## config.mk

```make
export PLATFORM = sky130hd
export DESIGN_NAME = fxp_issue_cluster
export DESIGN_NICKNAME = d
export VERILOG_FILES = /design/src/rtl/fxp_pkg.sv /design/src/rtl/fxp_lat_pipe.sv /design/src/rtl/fxp_rr_arb.sv /design/src/rtl/fxp_thread_sel.sv /design/src/rtl/fxp_issue_cluster.sv
export SDC_FILE = /design/constraint.sdc
export NUM_CORES = 1
export LEC_CHECK = 0
export BUFFER_PORTS_ARGS = -buffer_cell sky130_fd_sc_hd__buf_2
export CAP_MARGIN = 0
export CORE_MARGIN = 4
export CORE_UTILIZATION = 60
export DETAILED_ROUTE_END_ITERATION = 8
export PLACE_DENSITY = 0.82
export SLEW_MARGIN = 20
export SYNTH_ARGS = -nofsm -noshare
export SYNTH_HDL_FRONTEND = slang
export SYNTH_SLANG_ARGS = --single-unit
```

## constraint.sdc

```tcl
create_clock -name clk -period 13.7 [get_ports clk]
set_input_delay 0.685 -clock clk [delete_from_list [all_inputs] [get_ports clk]]
set_output_delay 0.685 -clock clk [all_outputs]
set_load 0.02 [all_outputs]
```

## src/rtl/fxp_pkg.sv

```systemverilog
// Shared constants and helpers for the issue cluster.
// Assumes: nothing beyond IEEE 1800-2017.
package fxp_pkg;
    localparam int DEF_CORES      = 6;
    localparam int DEF_THREADS    = 4;
    localparam int DEF_SIMPLE_LAT = 4;
    localparam int DEF_CPLX_LAT   = 20;

    // Increment with wrap-around at n.
    function automatic int wrap_inc(input int v, input int n);
        return (v + 1 >= n) ? 0 : v + 1;
    endfunction
endpackage

```

## src/rtl/fxp_lat_pipe.sv

```systemverilog
// Fixed-latency tagged delay line that stands in for a fully pipelined unit.
// An entry presented in cycle t appears at the output in cycle t+LAT.
// Assumes: LAT >= 2.
module fxp_lat_pipe #(
    parameter int LAT  = 4,
    parameter int TAGW = 2
) (
    input  logic            clk,
    input  logic            rst_n,
    input  logic            in_vld,
    input  logic [TAGW-1:0] in_tag,
    output logic            out_vld,
    output logic [TAGW-1:0] out_tag
);
    logic [LAT-1:0]  v_q;
    logic [TAGW-1:0] tag_q [LAT];

    // Shift valid and tag one stage per cycle.
    always_ff @(posedge clk) begin
        if (!rst_n) begin
            v_q <= '0;
            for (int k = 0; k < LAT; k++) tag_q[k] <= '0;
        end else begin
            v_q      <= {v_q[LAT-2:0], in_vld};
            tag_q[0] <= in_tag;
            for (int k = 1; k < LAT; k++) tag_q[k] <= tag_q[k-1];
        end
    end

    assign out_vld = v_q[LAT-1];
    assign out_tag = tag_q[LAT-1];
endmodule

```

## src/rtl/fxp_rr_arb.sv

```systemverilog
// Round-robin arbiter for the shared complex unit: one grant per cycle,
// search starts at a pointer that moves past the last granted requester.
// Assumes: requests are level signals evaluated in the same cycle.
module fxp_rr_arb #(
    parameter  int N  = 6,
    localparam int IW = (N > 1) ? $clog2(N) : 1
) (
    input  logic          clk,
    input  logic          rst_n,
    input  logic [N-1:0]  req,
    output logic [N-1:0]  gnt,
    output logic          gnt_vld,
    output logic [IW-1:0] gnt_idx
);
    logic [IW-1:0] ptr_q;
    logic [IW-1:0] after_idx;

    // Search requesters starting at the pointer, first hit wins.
    always_comb begin
        int idx;
        gnt     = '0;
        gnt_vld = 1'b0;
        gnt_idx = '0;
        for (int off = 0; off < N; off++) begin
            idx = int'(ptr_q) + off;
            if (idx >= N) idx = idx - N;
            if (!gnt_vld && req[idx]) begin
                gnt_vld      = 1'b1;
                gnt_idx      = IW'(idx);
                gnt[idx]     = 1'b1;
            end
        end
    end

    // Requester that follows the current winner.
    always_comb after_idx = IW'(fxp_pkg::wrap_inc(int'(gnt_idx), N));

    // Advance the pointer past each granted requester.
    always_ff @(posedge clk) begin
        if (!rst_n)       ptr_q <= '0;
        else if (gnt_vld) ptr_q <= after_idx;
    end

    AST_ONE_GRANT: assert property (@(posedge clk) disable iff (!rst_n)
        $onehot0(gnt));
    AST_GNT_HAS_REQ: assert property (@(posedge clk) disable iff (!rst_n)
        (gnt & ~req) == '0);
    AST_RR_NEXT_WINS: assert property (@(posedge clk) disable iff (!rst_n)
        gnt_vld |=> (!req[$past(after_idx)] || gnt[$past(after_idx)]));
endmodule

```

## src/rtl/fxp_thread_sel.sv

```systemverilog
// Per-core issue selector: fixed priority (context 0 highest) over ready,
// non-stalled contexts; holds a context refused by the complex-unit arbiter;
// owns the core's simple-unit pipeline and the stall bits.
// Assumes: a held context keeps its operation presented until issued.
module fxp_thread_sel #(
    parameter  int NT   = 4,
    parameter  int SLAT = 4,
    localparam int TW   = (NT > 1) ? $clog2(NT) : 1
) (
    input  logic          clk,
    input  logic          rst_n,
    input  logic [NT-1:0] want,
    input  logic [NT-1:0] is_cplx,
    input  logic          cx_gnt,
    input  logic          cx_done,
    input  logic [TW-1:0] cx_done_tid,
    output logic          iss_vld,
    output logic [TW-1:0] iss_tid,
    output logic          iss_cplx,
    output logic          cx_req,
    output logic          sp_wb_vld,
    output logic [TW-1:0] sp_wb_tid,
    output logic [NT-1:0] stall_o
);
    logic [NT-1:0] stall_q, elig, set_mask, clr_mask;
    logic          held_q;
    logic [TW-1:0] held_tid_q;
    logic          sel_vld, sel_cplx;
    logic [TW-1:0] sel_tid;

    // Contexts allowed to compete this cycle.
    always_comb elig = want & ~stall_q;

    // Priority encode (lowest index wins); a held context overrides.
    always_comb begin
        sel_vld = 1'b0;
        sel_tid = '0;
        for (int i = NT - 1; i >= 0; i--) begin
            if (elig[i]) begin
                sel_vld = 1'b1;
                sel_tid = TW'(i);
            end
        end
        sel_cplx = sel_vld & is_cplx[sel_tid];
        if (held_q) begin
            sel_vld  = 1'b1;
            sel_tid  = held_tid_q;
            sel_cplx = 1'b1;
        end
    end

    // Issue goes out unless a complex request is refused.
    always_comb begin
        cx_req   = sel_vld & sel_cplx;
        iss_vld  = sel_vld & (~sel_cplx | cx_gnt);
        iss_tid  = sel_tid;
        iss_cplx = iss_vld & sel_cplx;
    end

    fxp_lat_pipe #(.LAT(SLAT), .TAGW(TW)) u_simple (
        .clk     (clk),
        .rst_n   (rst_n),
        .in_vld  (iss_vld & ~sel_cplx),
        .in_tag  (sel_tid),
        .out_vld (sp_wb_vld),
        .out_tag (sp_wb_tid)
    );

    // Stall bits to set on issue and to clear on either writeback.
    always_comb begin
        set_mask = '0;
        clr_mask = '0;
        if (iss_vld)   set_mask[sel_tid]     = 1'b1;
        if (sp_wb_vld) clr_mask[sp_wb_tid]   = 1'b1;
        if (cx_done)   clr_mask[cx_done_tid] = 1'b1;
    end

    // Stall bits and the hold state for a refused complex request.
    always_ff @(posedge clk) begin
        if (!rst_n) begin
            stall_q    <= '0;
            held_q     <= 1'b0;
            held_tid_q <= '0;
        end else begin
            stall_q    <= (stall_q & ~clr_mask) | set_mask;
            held_q     <= cx_req & ~cx_gnt;
            held_tid_q <= sel_tid;
        end
    end

    assign stall_o = stall_q;

    AST_NO_STALLED_ISSUE: assert property (@(posedge clk) disable iff (!rst_n)
        iss_vld |-> !stall_q[iss_tid]);
    AST_STALL_AFTER_ISSUE: assert property (@(posedge clk) disable iff (!rst_n)
        iss_vld |=> stall_q[$past(iss_tid)]);
    AST_SIMPLE_WB_OWNER: assert property (@(posedge clk) disable iff (!rst_n)
        sp_wb_vld |-> stall_q[sp_wb_tid]);
    AST_CPLX_WB_OWNER: assert property (@(posedge clk) disable iff (!rst_n)
        cx_done |-> stall_q[cx_done_tid]);
    AST_HOLD_RETRY: assert property (@(posedge clk) disable iff (!rst_n)
        (cx_req && !cx_gnt) |=> (cx_req && iss_tid == $past(iss_tid)));
    AST_REFUSED_NO_ISSUE: assert property (@(posedge clk) disable iff (!rst_n)
        (cx_req && !cx_gnt) |-> !iss_vld);
endmodule

```

## src/rtl/fxp_issue_cluster.sv

```systemverilog
// Cluster top: one issue selector per core, a round-robin arbiter and one
// tagged complex-unit pipeline shared by all cores.
// Assumes: want/cplx are stable for the whole cycle they are sampled in.
module fxp_issue_cluster #(
    parameter  int NUM_CORES   = fxp_pkg::DEF_CORES,
    parameter  int NUM_THREADS = fxp_pkg::DEF_THREADS,
    parameter  int SIMPLE_LAT  = fxp_pkg::DEF_SIMPLE_LAT,
    parameter  int CPLX_LAT    = fxp_pkg::DEF_CPLX_LAT,
    localparam int TW          = (NUM_THREADS > 1) ? $clog2(NUM_THREADS) : 1,
    localparam int CW          = (NUM_CORES > 1) ? $clog2(NUM_CORES) : 1,
    localparam int NCT         = NUM_CORES * NUM_THREADS
) (
    input  logic                    clk,
    input  logic                    rst_n,
    input  logic [NCT-1:0]          want,
    input  logic [NCT-1:0]          cplx,
    output logic [NUM_CORES-1:0]    iss_vld,
    output logic [NUM_CORES*TW-1:0] iss_tid,
    output logic [NUM_CORES-1:0]    iss_cplx,
    output logic                    cx_gnt_vld,
    output logic [CW-1:0]           cx_gnt_core,
    output logic [NUM_CORES-1:0]    sp_wb_vld,
    output logic [NUM_CORES*TW-1:0] sp_wb_tid,
    output logic                    cx_wb_vld,
    output logic [CW-1:0]           cx_wb_core,
    output logic [TW-1:0]           cx_wb_tid,
    output logic [NCT-1:0]          stall_o
);
    logic [NUM_CORES-1:0] cx_req, cx_gnt;
    logic [TW-1:0]        gnt_tid;
    logic [CW+TW-1:0]     cx_out_tag;

    fxp_rr_arb #(.N(NUM_CORES)) u_arb (
        .clk     (clk),
        .rst_n   (rst_n),
        .req     (cx_req),
        .gnt     (cx_gnt),
        .gnt_vld (cx_gnt_vld),
        .gnt_idx (cx_gnt_core)
    );

    // Context tag of the core that won the complex unit.
    always_comb gnt_tid = iss_tid[int'(cx_gnt_core)*TW +: TW];

    fxp_lat_pipe #(.LAT(CPLX_LAT), .TAGW(CW + TW)) u_cplx (
        .clk     (clk),
        .rst_n   (rst_n),
        .in_vld  (cx_gnt_vld),
        .in_tag  ({cx_gnt_core, gnt_tid}),
        .out_vld (cx_wb_vld),
        .out_tag (cx_out_tag)
    );

    assign cx_wb_core = cx_out_tag[CW+TW-1:TW];
    assign cx_wb_tid  = cx_out_tag[TW-1:0];

    for (genvar c = 0; c < NUM_CORES; c++) begin : g_core
        fxp_thread_sel #(.NT(NUM_THREADS), .SLAT(SIMPLE_LAT)) u_sel (
            .clk         (clk),
            .rst_n       (rst_n),
            .want        (want[c*NUM_THREADS +: NUM_THREADS]),
            .is_cplx     (cplx[c*NUM_THREADS +: NUM_THREADS]),
            .cx_gnt      (cx_gnt[c]),
            .cx_done     (cx_wb_vld && (int'(cx_wb_core) == c)),
            .cx_done_tid (cx_wb_tid),
            .iss_vld     (iss_vld[c]),
            .iss_tid     (iss_tid[c*TW +: TW]),
            .iss_cplx    (iss_cplx[c]),
            .cx_req      (cx_req[c]),
            .sp_wb_vld   (sp_wb_vld[c]),
            .sp_wb_tid   (sp_wb_tid[c*TW +: TW]),
            .stall_o     (stall_o[c*NUM_THREADS +: NUM_THREADS])
        );
    end

    AST_GRANT_IS_ISSUE: assert property (@(posedge clk) disable iff (!rst_n)
        $countones(iss_cplx) == (cx_gnt_vld ? 1 : 0));
endmodule

```

* Word-level counts from Yosys, hierarchy flattened
Memory sizes are Yosys's and may differ from the RTL's.
Cells that the tools add are included.
** Word-level totals
- Bits in registers :: 89
- Memory bits (writable) :: 148
- Output and inout bits :: 76
- Word-level logic and storage cells :: 500
- Memories :: 7
** Memories
- u_cplx.tag_q :: words 20, width 5, rd ports 20, clocked after Yosys merged registers in 0, wr ports 20, RTL line fxp_lat_pipe.sv:16 : logic [TAGW-1:0] tag_q [LAT];
- g_core[0].u_sel.u_simple.tag_q :: words 4, width 2, rd ports 4, clocked after Yosys merged registers in 0, wr ports 4, RTL line fxp_lat_pipe.sv:16
- g_core[1].u_sel.u_simple.tag_q :: words 4, width 2, rd ports 4, clocked after Yosys merged registers in 0, wr ports 4, RTL line fxp_lat_pipe.sv:16
- g_core[2].u_sel.u_simple.tag_q :: words 4, width 2, rd ports 4, clocked after Yosys merged registers in 0, wr ports 4, RTL line fxp_lat_pipe.sv:16
- g_core[3].u_sel.u_simple.tag_q :: words 4, width 2, rd ports 4, clocked after Yosys merged registers in 0, wr ports 4, RTL line fxp_lat_pipe.sv:16
- g_core[4].u_sel.u_simple.tag_q :: words 4, width 2, rd ports 4, clocked after Yosys merged registers in 0, wr ports 4, RTL line fxp_lat_pipe.sv:16
- +1 memories
** Cells by class
- Add/subtract/negate cells :: 12
- Magnitude comparators :: 51
- Equality and inequality tests :: 5
- Shifts and indexed selects :: 1
- Muxes and demuxes :: 223
- Bitwise operators :: 139
- Reduce and logical (&&, ||, !) cells :: 36
** Operators by type and width (number)
- $ge A32 B1 Y1 const B :: 6
- $lt A32 B5 Y1 const B :: 6
- $mux W32 :: 6
- $ge A32 B4 Y1 const B :: 5
- $sub A32 B4 Y32 const B :: 5
- $mux W2 :: 54
- $mux W5 :: 20
- $mux W1 :: 81
- $mux W4 :: 18
- $lt A2 B3 Y1 const B :: 19
- $or A1 B1 Y1 :: 50
- $and A4 B4 Y4 :: 12
- $not A4 Y4 :: 12
- $or A4 B4 Y4 :: 12
- $and A1 B1 Y1 :: 36
- $mux W6 :: 6
- $logic_and A1 B1 Y1 :: 30
- $or A6 B6 Y6 :: 5
- $demux W1 S2 :: 13
- $ge A2 B1 Y1 const B :: 13
- $mux W3 :: 7
- $bmux W1 S3 :: 6
- $demux W1 S3 :: 6
- $bmux W1 S2 :: 6
- other kinds (12) :: 33

* Depth between registers and ports, before layout
- Word-level depth :: 34
- Mapped depth :: 21

* Hierarchy
A second synthesis with hierarchy kept.
** Second synthesis, totals
- Cells, all modules :: 994
- Area, all modules :: 10251.1 µm²
** By module, submodules not included
- fxp_lat_pipe (u_cplx) :: instances 1, cells each 258, area each 3324.4 µm², seq. area each 2402.3 µm²
- fxp_thread_sel :: instances 6, cells each 57, area each 499.2 µm², seq. area each 140.1 µm²
- fxp_lat_pipe (g_core[0].u_sel.u_simple ...) :: instances 6, cells each 25, area each 336.6 µm², seq. area each 240.2 µm²
- fxp_rr_arb :: instances 1, cells each 220, area each 1736.7 µm², seq. area each 60.1 µm²
- fxp_issue_cluster :: instances 1, cells each 24, area each 175.2 µm², seq. area each 0.0 µm²

* Least setup slack after synthesis
Ideal clock, no wire load.
- Kind :: register -> output
- Start point :: register u_arb.ptr_q[0]
- End point :: output port iss_vld[5]
- Arrival time :: 4207 ps
- Setup slack :: 8808 ps
- Stages on the path, launching flop included :: 18
- Buffers on the path :: 4
- Path through :: dfxtp_1 buf_6 clkinv_1 clkbuf_1 ha_1 clkbuf_1 inv_2 ha_1 a32o_1 a221oi_1 o21ai_1 or2_1 or3_4 o41ai_1 o21a_2 nor2_1 a21oi_1 buf_4
** On the way
- Word-level cells in the longest chain between the ends :: 23
- Elaborated cells on any way between the ends :: 99
- Classes of those cells :: add/sub: 11; order compare: 18; mux: 47; bitwise: 7; reduce/logical: 16
** RTL lines
- start, declared :: RTL line fxp_rr_arb.sv:15 : logic [IW-1:0] ptr_q;
- start signal, assigned :: RTL line fxp_rr_arb.sv:41 : else if (gnt_vld) ptr_q <= after_idx;
- parallel branches: the longest is 20 deep, another holds $sub A32 B4 Y32
- $mux W6 (*) :: RTL line fxp_rr_arb.sv:27 : if (!gnt_vld && req[idx]) begin
- $or A1 B1 Y1 (*) :: RTL line fxp_thread_sel.sv:55 : iss_vld = sel_vld & (~sel_cplx | cx_gnt);
- $and A1 B1 Y1 (*) :: RTL line fxp_thread_sel.sv:55
- end, declared :: RTL line fxp_issue_cluster.sv:17 : output logic [NUM_CORES-1:0] iss_vld,
Mark *: on every way between the ends. The select of a mux whose other input is x is not followed.

* Final worst setup path
- Start point :: register u_arb.ptr_q[1]
- End point :: output port iss_cplx[3]
** On the way
- Word-level cells in the longest chain between the ends :: 24
- Elaborated cells on any way between the ends :: 100
- Classes of those cells :: add/sub: 11; order compare: 18; mux: 47; bitwise: 8; reduce/logical: 16
** RTL lines
- parallel branches: the longest is 20 deep, another holds $sub A32 B4 Y32
- $mux W6 (*) :: RTL line fxp_rr_arb.sv:27
- $or A1 B1 Y1 (*) :: RTL line fxp_thread_sel.sv:55
- $and A1 B1 Y1 (*) :: RTL line fxp_thread_sel.sv:55
- $and A1 B1 Y1 (*) :: RTL line fxp_thread_sel.sv:57 : iss_cplx = iss_vld & sel_cplx;
- end, declared :: RTL line fxp_issue_cluster.sv:19 : output logic [NUM_CORES-1:0] iss_cplx,
Marks and branches as above.

==> results.md <==
## Logic synthesis
* register bit total from synthesis: 225
* top-area cell type share of the netlist area: 45.7%
* cell type contributing the most total cell area after synthesis: sky130_fd_sc_hd__dfxtp_1
* Post-synth top cells: sky130_fd_sc_hd__dfxtp_1, sky130_fd_sc_hd__and2_1, sky130_fd_sc_hd__nand2_1, sky130_fd_sc_hd__nor2_1, sky130_fd_sc_hd__o21ai_0
* dominant cell by count in the synthesized netlist: sky130_fd_sc_hd__dfxtp_1
* number of library cell types mapped by synthesis: 92
* count of mapped cells out of synthesis: 1063
* prevailing post-synth register cell: sky130_fd_sc_hd__dfxtp_1
* mean instance size in the synthesized netlist: 9.28 um^2
* number of warnings printed during yosys synthesis: 0
* Synth async-reset ratio: 0%
* sequential-to-total area share from yosys stat: 45.7%
* post-synthesis instance area: 0.00986 mm^2
* Area contributors post-synth: sky130_fd_sc_hd__dfxtp_1, sky130_fd_sc_hd__and2_1, sky130_fd_sc_hd__ha_1
* synthesized netlist net count: 1134
* EDFF count, synth: 0

## Setup path
* required time of the worst setup path: 13.02 ns
* sequence of cells on the critical path: clkinv_1 -> ha_1 -> inv_2 -> ha_1 -> nor2_1 -> o21ai_0 -> o21ai_0 -> a221oi_1 -> o21ai_1 -> or2_1 -> nor4_1 -> a2111o_1 -> a211oi_1 -> nor2_1 -> buf_2
* first element of the critical path: u_arb.ptr_q[1]$_SDFFE_PN0P_
* CP max stage cell: sky130_fd_sc_hd__ha_1
* r2r setup slk: 7.93 ns
* worst stage delay on the critical path: 0.80 ns
* Bufs and invs on worst path: 3
* launch instance of the worst register-to-register path: u_arb.ptr_q[1]$_SDFFE_PN0P_
* destination of the worst register-to-register timing path: u_arb.ptr_q[2]$_SDFFE_PN0P_
* Crit path arrival time: 5.66 ns
* crit path max fanout: 19
* Critical Path Start Type: flip-flop
* path type of the worst setup path: reg -> out
* R2R cell count: 14
* crit path capture type: primary output
* cell family contributing the most delay on the critical path: compound AO/OA/AOI/OAI gates

## Detailed routing
* WL/cell: 18.1 um
* 1st-pass router iterations: 5
* number of vias after detailed routing: 8088
* via density per instance: 5.87
* sum of routed wire length over all layers: 24900 um
* residual DRC count: 0
* detailed router's first-iteration violation count: 812
* antenna-violating nets left: 0

## Global routing
* first-pass GRT wire length: 38800 um
* number of global-route vias before repair: 7311
* GRT overflow: 0
* global routing usage summed across all routing layers: 26.4%
* number of antenna violations at the first check in global routing: 0
* largest net degree at the start of global routing: 120

## STA
* Worst Hold Margin: 0.426 ns
* unrepaired setup endpoints after global routing: false
* fmax: 158 MHz
* final number of max-transition violations: 0
* worst max-slew margin expressed relative to the limit: 23.0%
* skew final: 0.0165 ns
* setup total negative slack: 0 ns
* total count of hold-check failures in the final report: 0
* endpoints failing setup: 0
* post-layout min period: 6.34 ns
* slew at the pin with the worst max-slew slack: 1.12 ns
* period utilization: 46.3%

## Pwr
* Peak supply drop: 0.209 mV
* power per unit of standard cell area: 238 mW/mm^2
* Leakage Power: 4.70 nW

## Run status
* run status: completed

## Finish
* number of diodes added for antenna fixing: 0
* area delta synth->final: 12.6%
* NumNets Final: 1220
* ratio of cells with drive above 1 in the final layout: 17.5%

## Clock network
* Post-CTS Hold Buffers: 0
* master cell of the clock root buffer: sky130_fd_sc_hd__clkbuf_16
* CTS sink cnt: 225
* number of buffers on the longest clock path: 3
* clock-pin slew on the worst setup and hold paths: 0.06 ns
* TritonCTS clock tree: done
* post-CTS sizing: 0
* Setup Buffers After CTS: 0
* number of buffers inserted during clock tree synthesis: 22
* total number of H-tree levels: 1
* clock latency at the later pin of the worst-skew pair: 0.50 ns

## Floorplanning
* Starting Density: 61.7%
* die height: 136 um
* die area: 0.0186 mm^2
* top-level port count: 126
* count of standard-cell rows: 46
* Core Region: 0.0160 mm^2
* die extent in x: 136 um

## Worst hold path
* worst hold path endpoint: g_core[0].u_sel.u_simple.tag_q[3][0]$_SDFF_PN0_
* startpoint of the tightest hold check path: g_core[0].u_sel.u_simple.tag_q[2][0]$_SDFF_PN0_
* kind of path behind the tightest hold check: reg -> reg
* number of cells traversed by the worst hold path: 1

## Placed design
* detailed placement HPWL: 18100 um
* number of buffers inserted by port buffering: 125
* final weighted congestion of routability-driven global placement: 0.984

## Flow run
* count of maximum capacitance violations: 0

cells in the final DEF, fill, tap and decap left out, types with 6 or more instances in the layout:
| master | n |
|---|---|
| sky130_fd_sc_hd__dfxtp_1 | 225 |
| sky130_fd_sc_hd__and2_1 | 175 |
| sky130_fd_sc_hd__buf_2 | 124 |
| sky130_fd_sc_hd__nand2_1 | 59 |
| sky130_fd_sc_hd__nor2_1 | 58 |
| sky130_fd_sc_hd__o21ai_0 | 44 |
| sky130_fd_sc_hd__inv_1 | 36 |
| sky130_fd_sc_hd__a21oi_1 | 34 |
| sky130_fd_sc_hd__nand2b_1 | 27 |
| sky130_fd_sc_hd__nor2b_1 | 26 |
| sky130_fd_sc_hd__nand3_1 | 24 |
| sky130_fd_sc_hd__o2111ai_1 | 24 |
| sky130_fd_sc_hd__clkbuf_16 | 23 |
| sky130_fd_sc_hd__ha_1 | 21 |
| sky130_fd_sc_hd__nor3_1 | 17 |
| sky130_fd_sc_hd__o211ai_1 | 14 |
| sky130_fd_sc_hd__and3b_1 | 13 |
| sky130_fd_sc_hd__a31oi_1 | 12 |
| sky130_fd_sc_hd__nand3b_1 | 11 |
| sky130_fd_sc_hd__mux2i_1 | 9 |
| sky130_fd_sc_hd__a211oi_1 | 9 |
| sky130_fd_sc_hd__o31ai_1 | 9 |
| sky130_fd_sc_hd__o21ai_1 | 7 |
| sky130_fd_sc_hd__o31a_1 | 7 |
| sky130_fd_sc_hd__clkbuf_1 | 7 |
| sky130_fd_sc_hd__nor4_1 | 6 |
per-layer routing:
metal | up-vias | wire length [um] | global-route usage, % | share of wire, %
li1 | 3890 | - | - | -
met1 | 3801 | 11000 | 37.5 | 44
met2 | 335 | 11200 | 40.9 | 45
met3 | 62 | 2130 | 5.44 | 8.5
met4 | 0 | 702 | 7.28 | 2.8
met5 | - | 0 | 0 | 0
cell families after synthesis:
group / synth area share, %
DFF: 45.7
muxes: 1.41
and+or+nand+nor: 26.9
adders and majority gates: 2.66
buffers and inverters: 5.11
xor gates and xnor gates: 0.685
AOI/OAI and AO/OA: 17.6
worst max path at each step:
| stage | end | cells past startpoint |
|---|---|---|
| finish | iss_cplx[3] | 15 |
| global route | iss_cplx[3] | 15 |
| CTS | iss_cplx[3] | 15 |
| detailed placement | iss_cplx[3] | 15 |
| global placement | iss_cplx[3] | 15 |
| floorplan | iss_vld[5] | 17 |
state kept, by name (all words and copies together), names as in the netlist:
name	count
g_core.u_sel.held_q	6
u_cplx.tag_q	100
g_core.u_sel.u_simple.tag_q	38
u_arb.ptr_q	3
u_cplx.v_q	20
g_core.u_sel.stall_o	24
g_core.u_sel.u_simple.v_q	24
g_core.u_sel.held_tid_q	10
power breakdown:
part / switching [mW] / internal (mW)
clock network: 0.238 / 0.324
registers: 0.0641 / 0.733
logic: 0.835 / 0.449
total: 1.14 / 1.51
cell type report:
class	instances	area [um^2]
Fill cell	1296	4890
Multi-Input combinational cell	732	4860
Timing Repair Buffer	129	658
Clock buffer	33	643
Tap cell	216	270
Sequential cell	225	4500
Clock inverter	5	28.8
Inverter	39	146
per-stage QoR:
stage / setup WS, ns / instances / utilization, % / total power [mW] / instance area (um^2)
2_1_floorplan: 8.81 / 1063 / - / 1.74 / 9860
3_3_place_gp: 8.08 / 1341 / 65.2 / 2.06 / 10400
3_5_place_dp: 7.99 / 1341 / 65.2 / 2.06 / 10400
4_1_cts: 7.46 / 1379 / 69.4 / 2.63 / 11100
5_1_grt: 6.88 / 1379 / 69.4 / 2.81 / 11100
6_report: 7.36 / 1379 / 69.4 / 2.64 / 11100
Power figures use the tool's default switching activity.
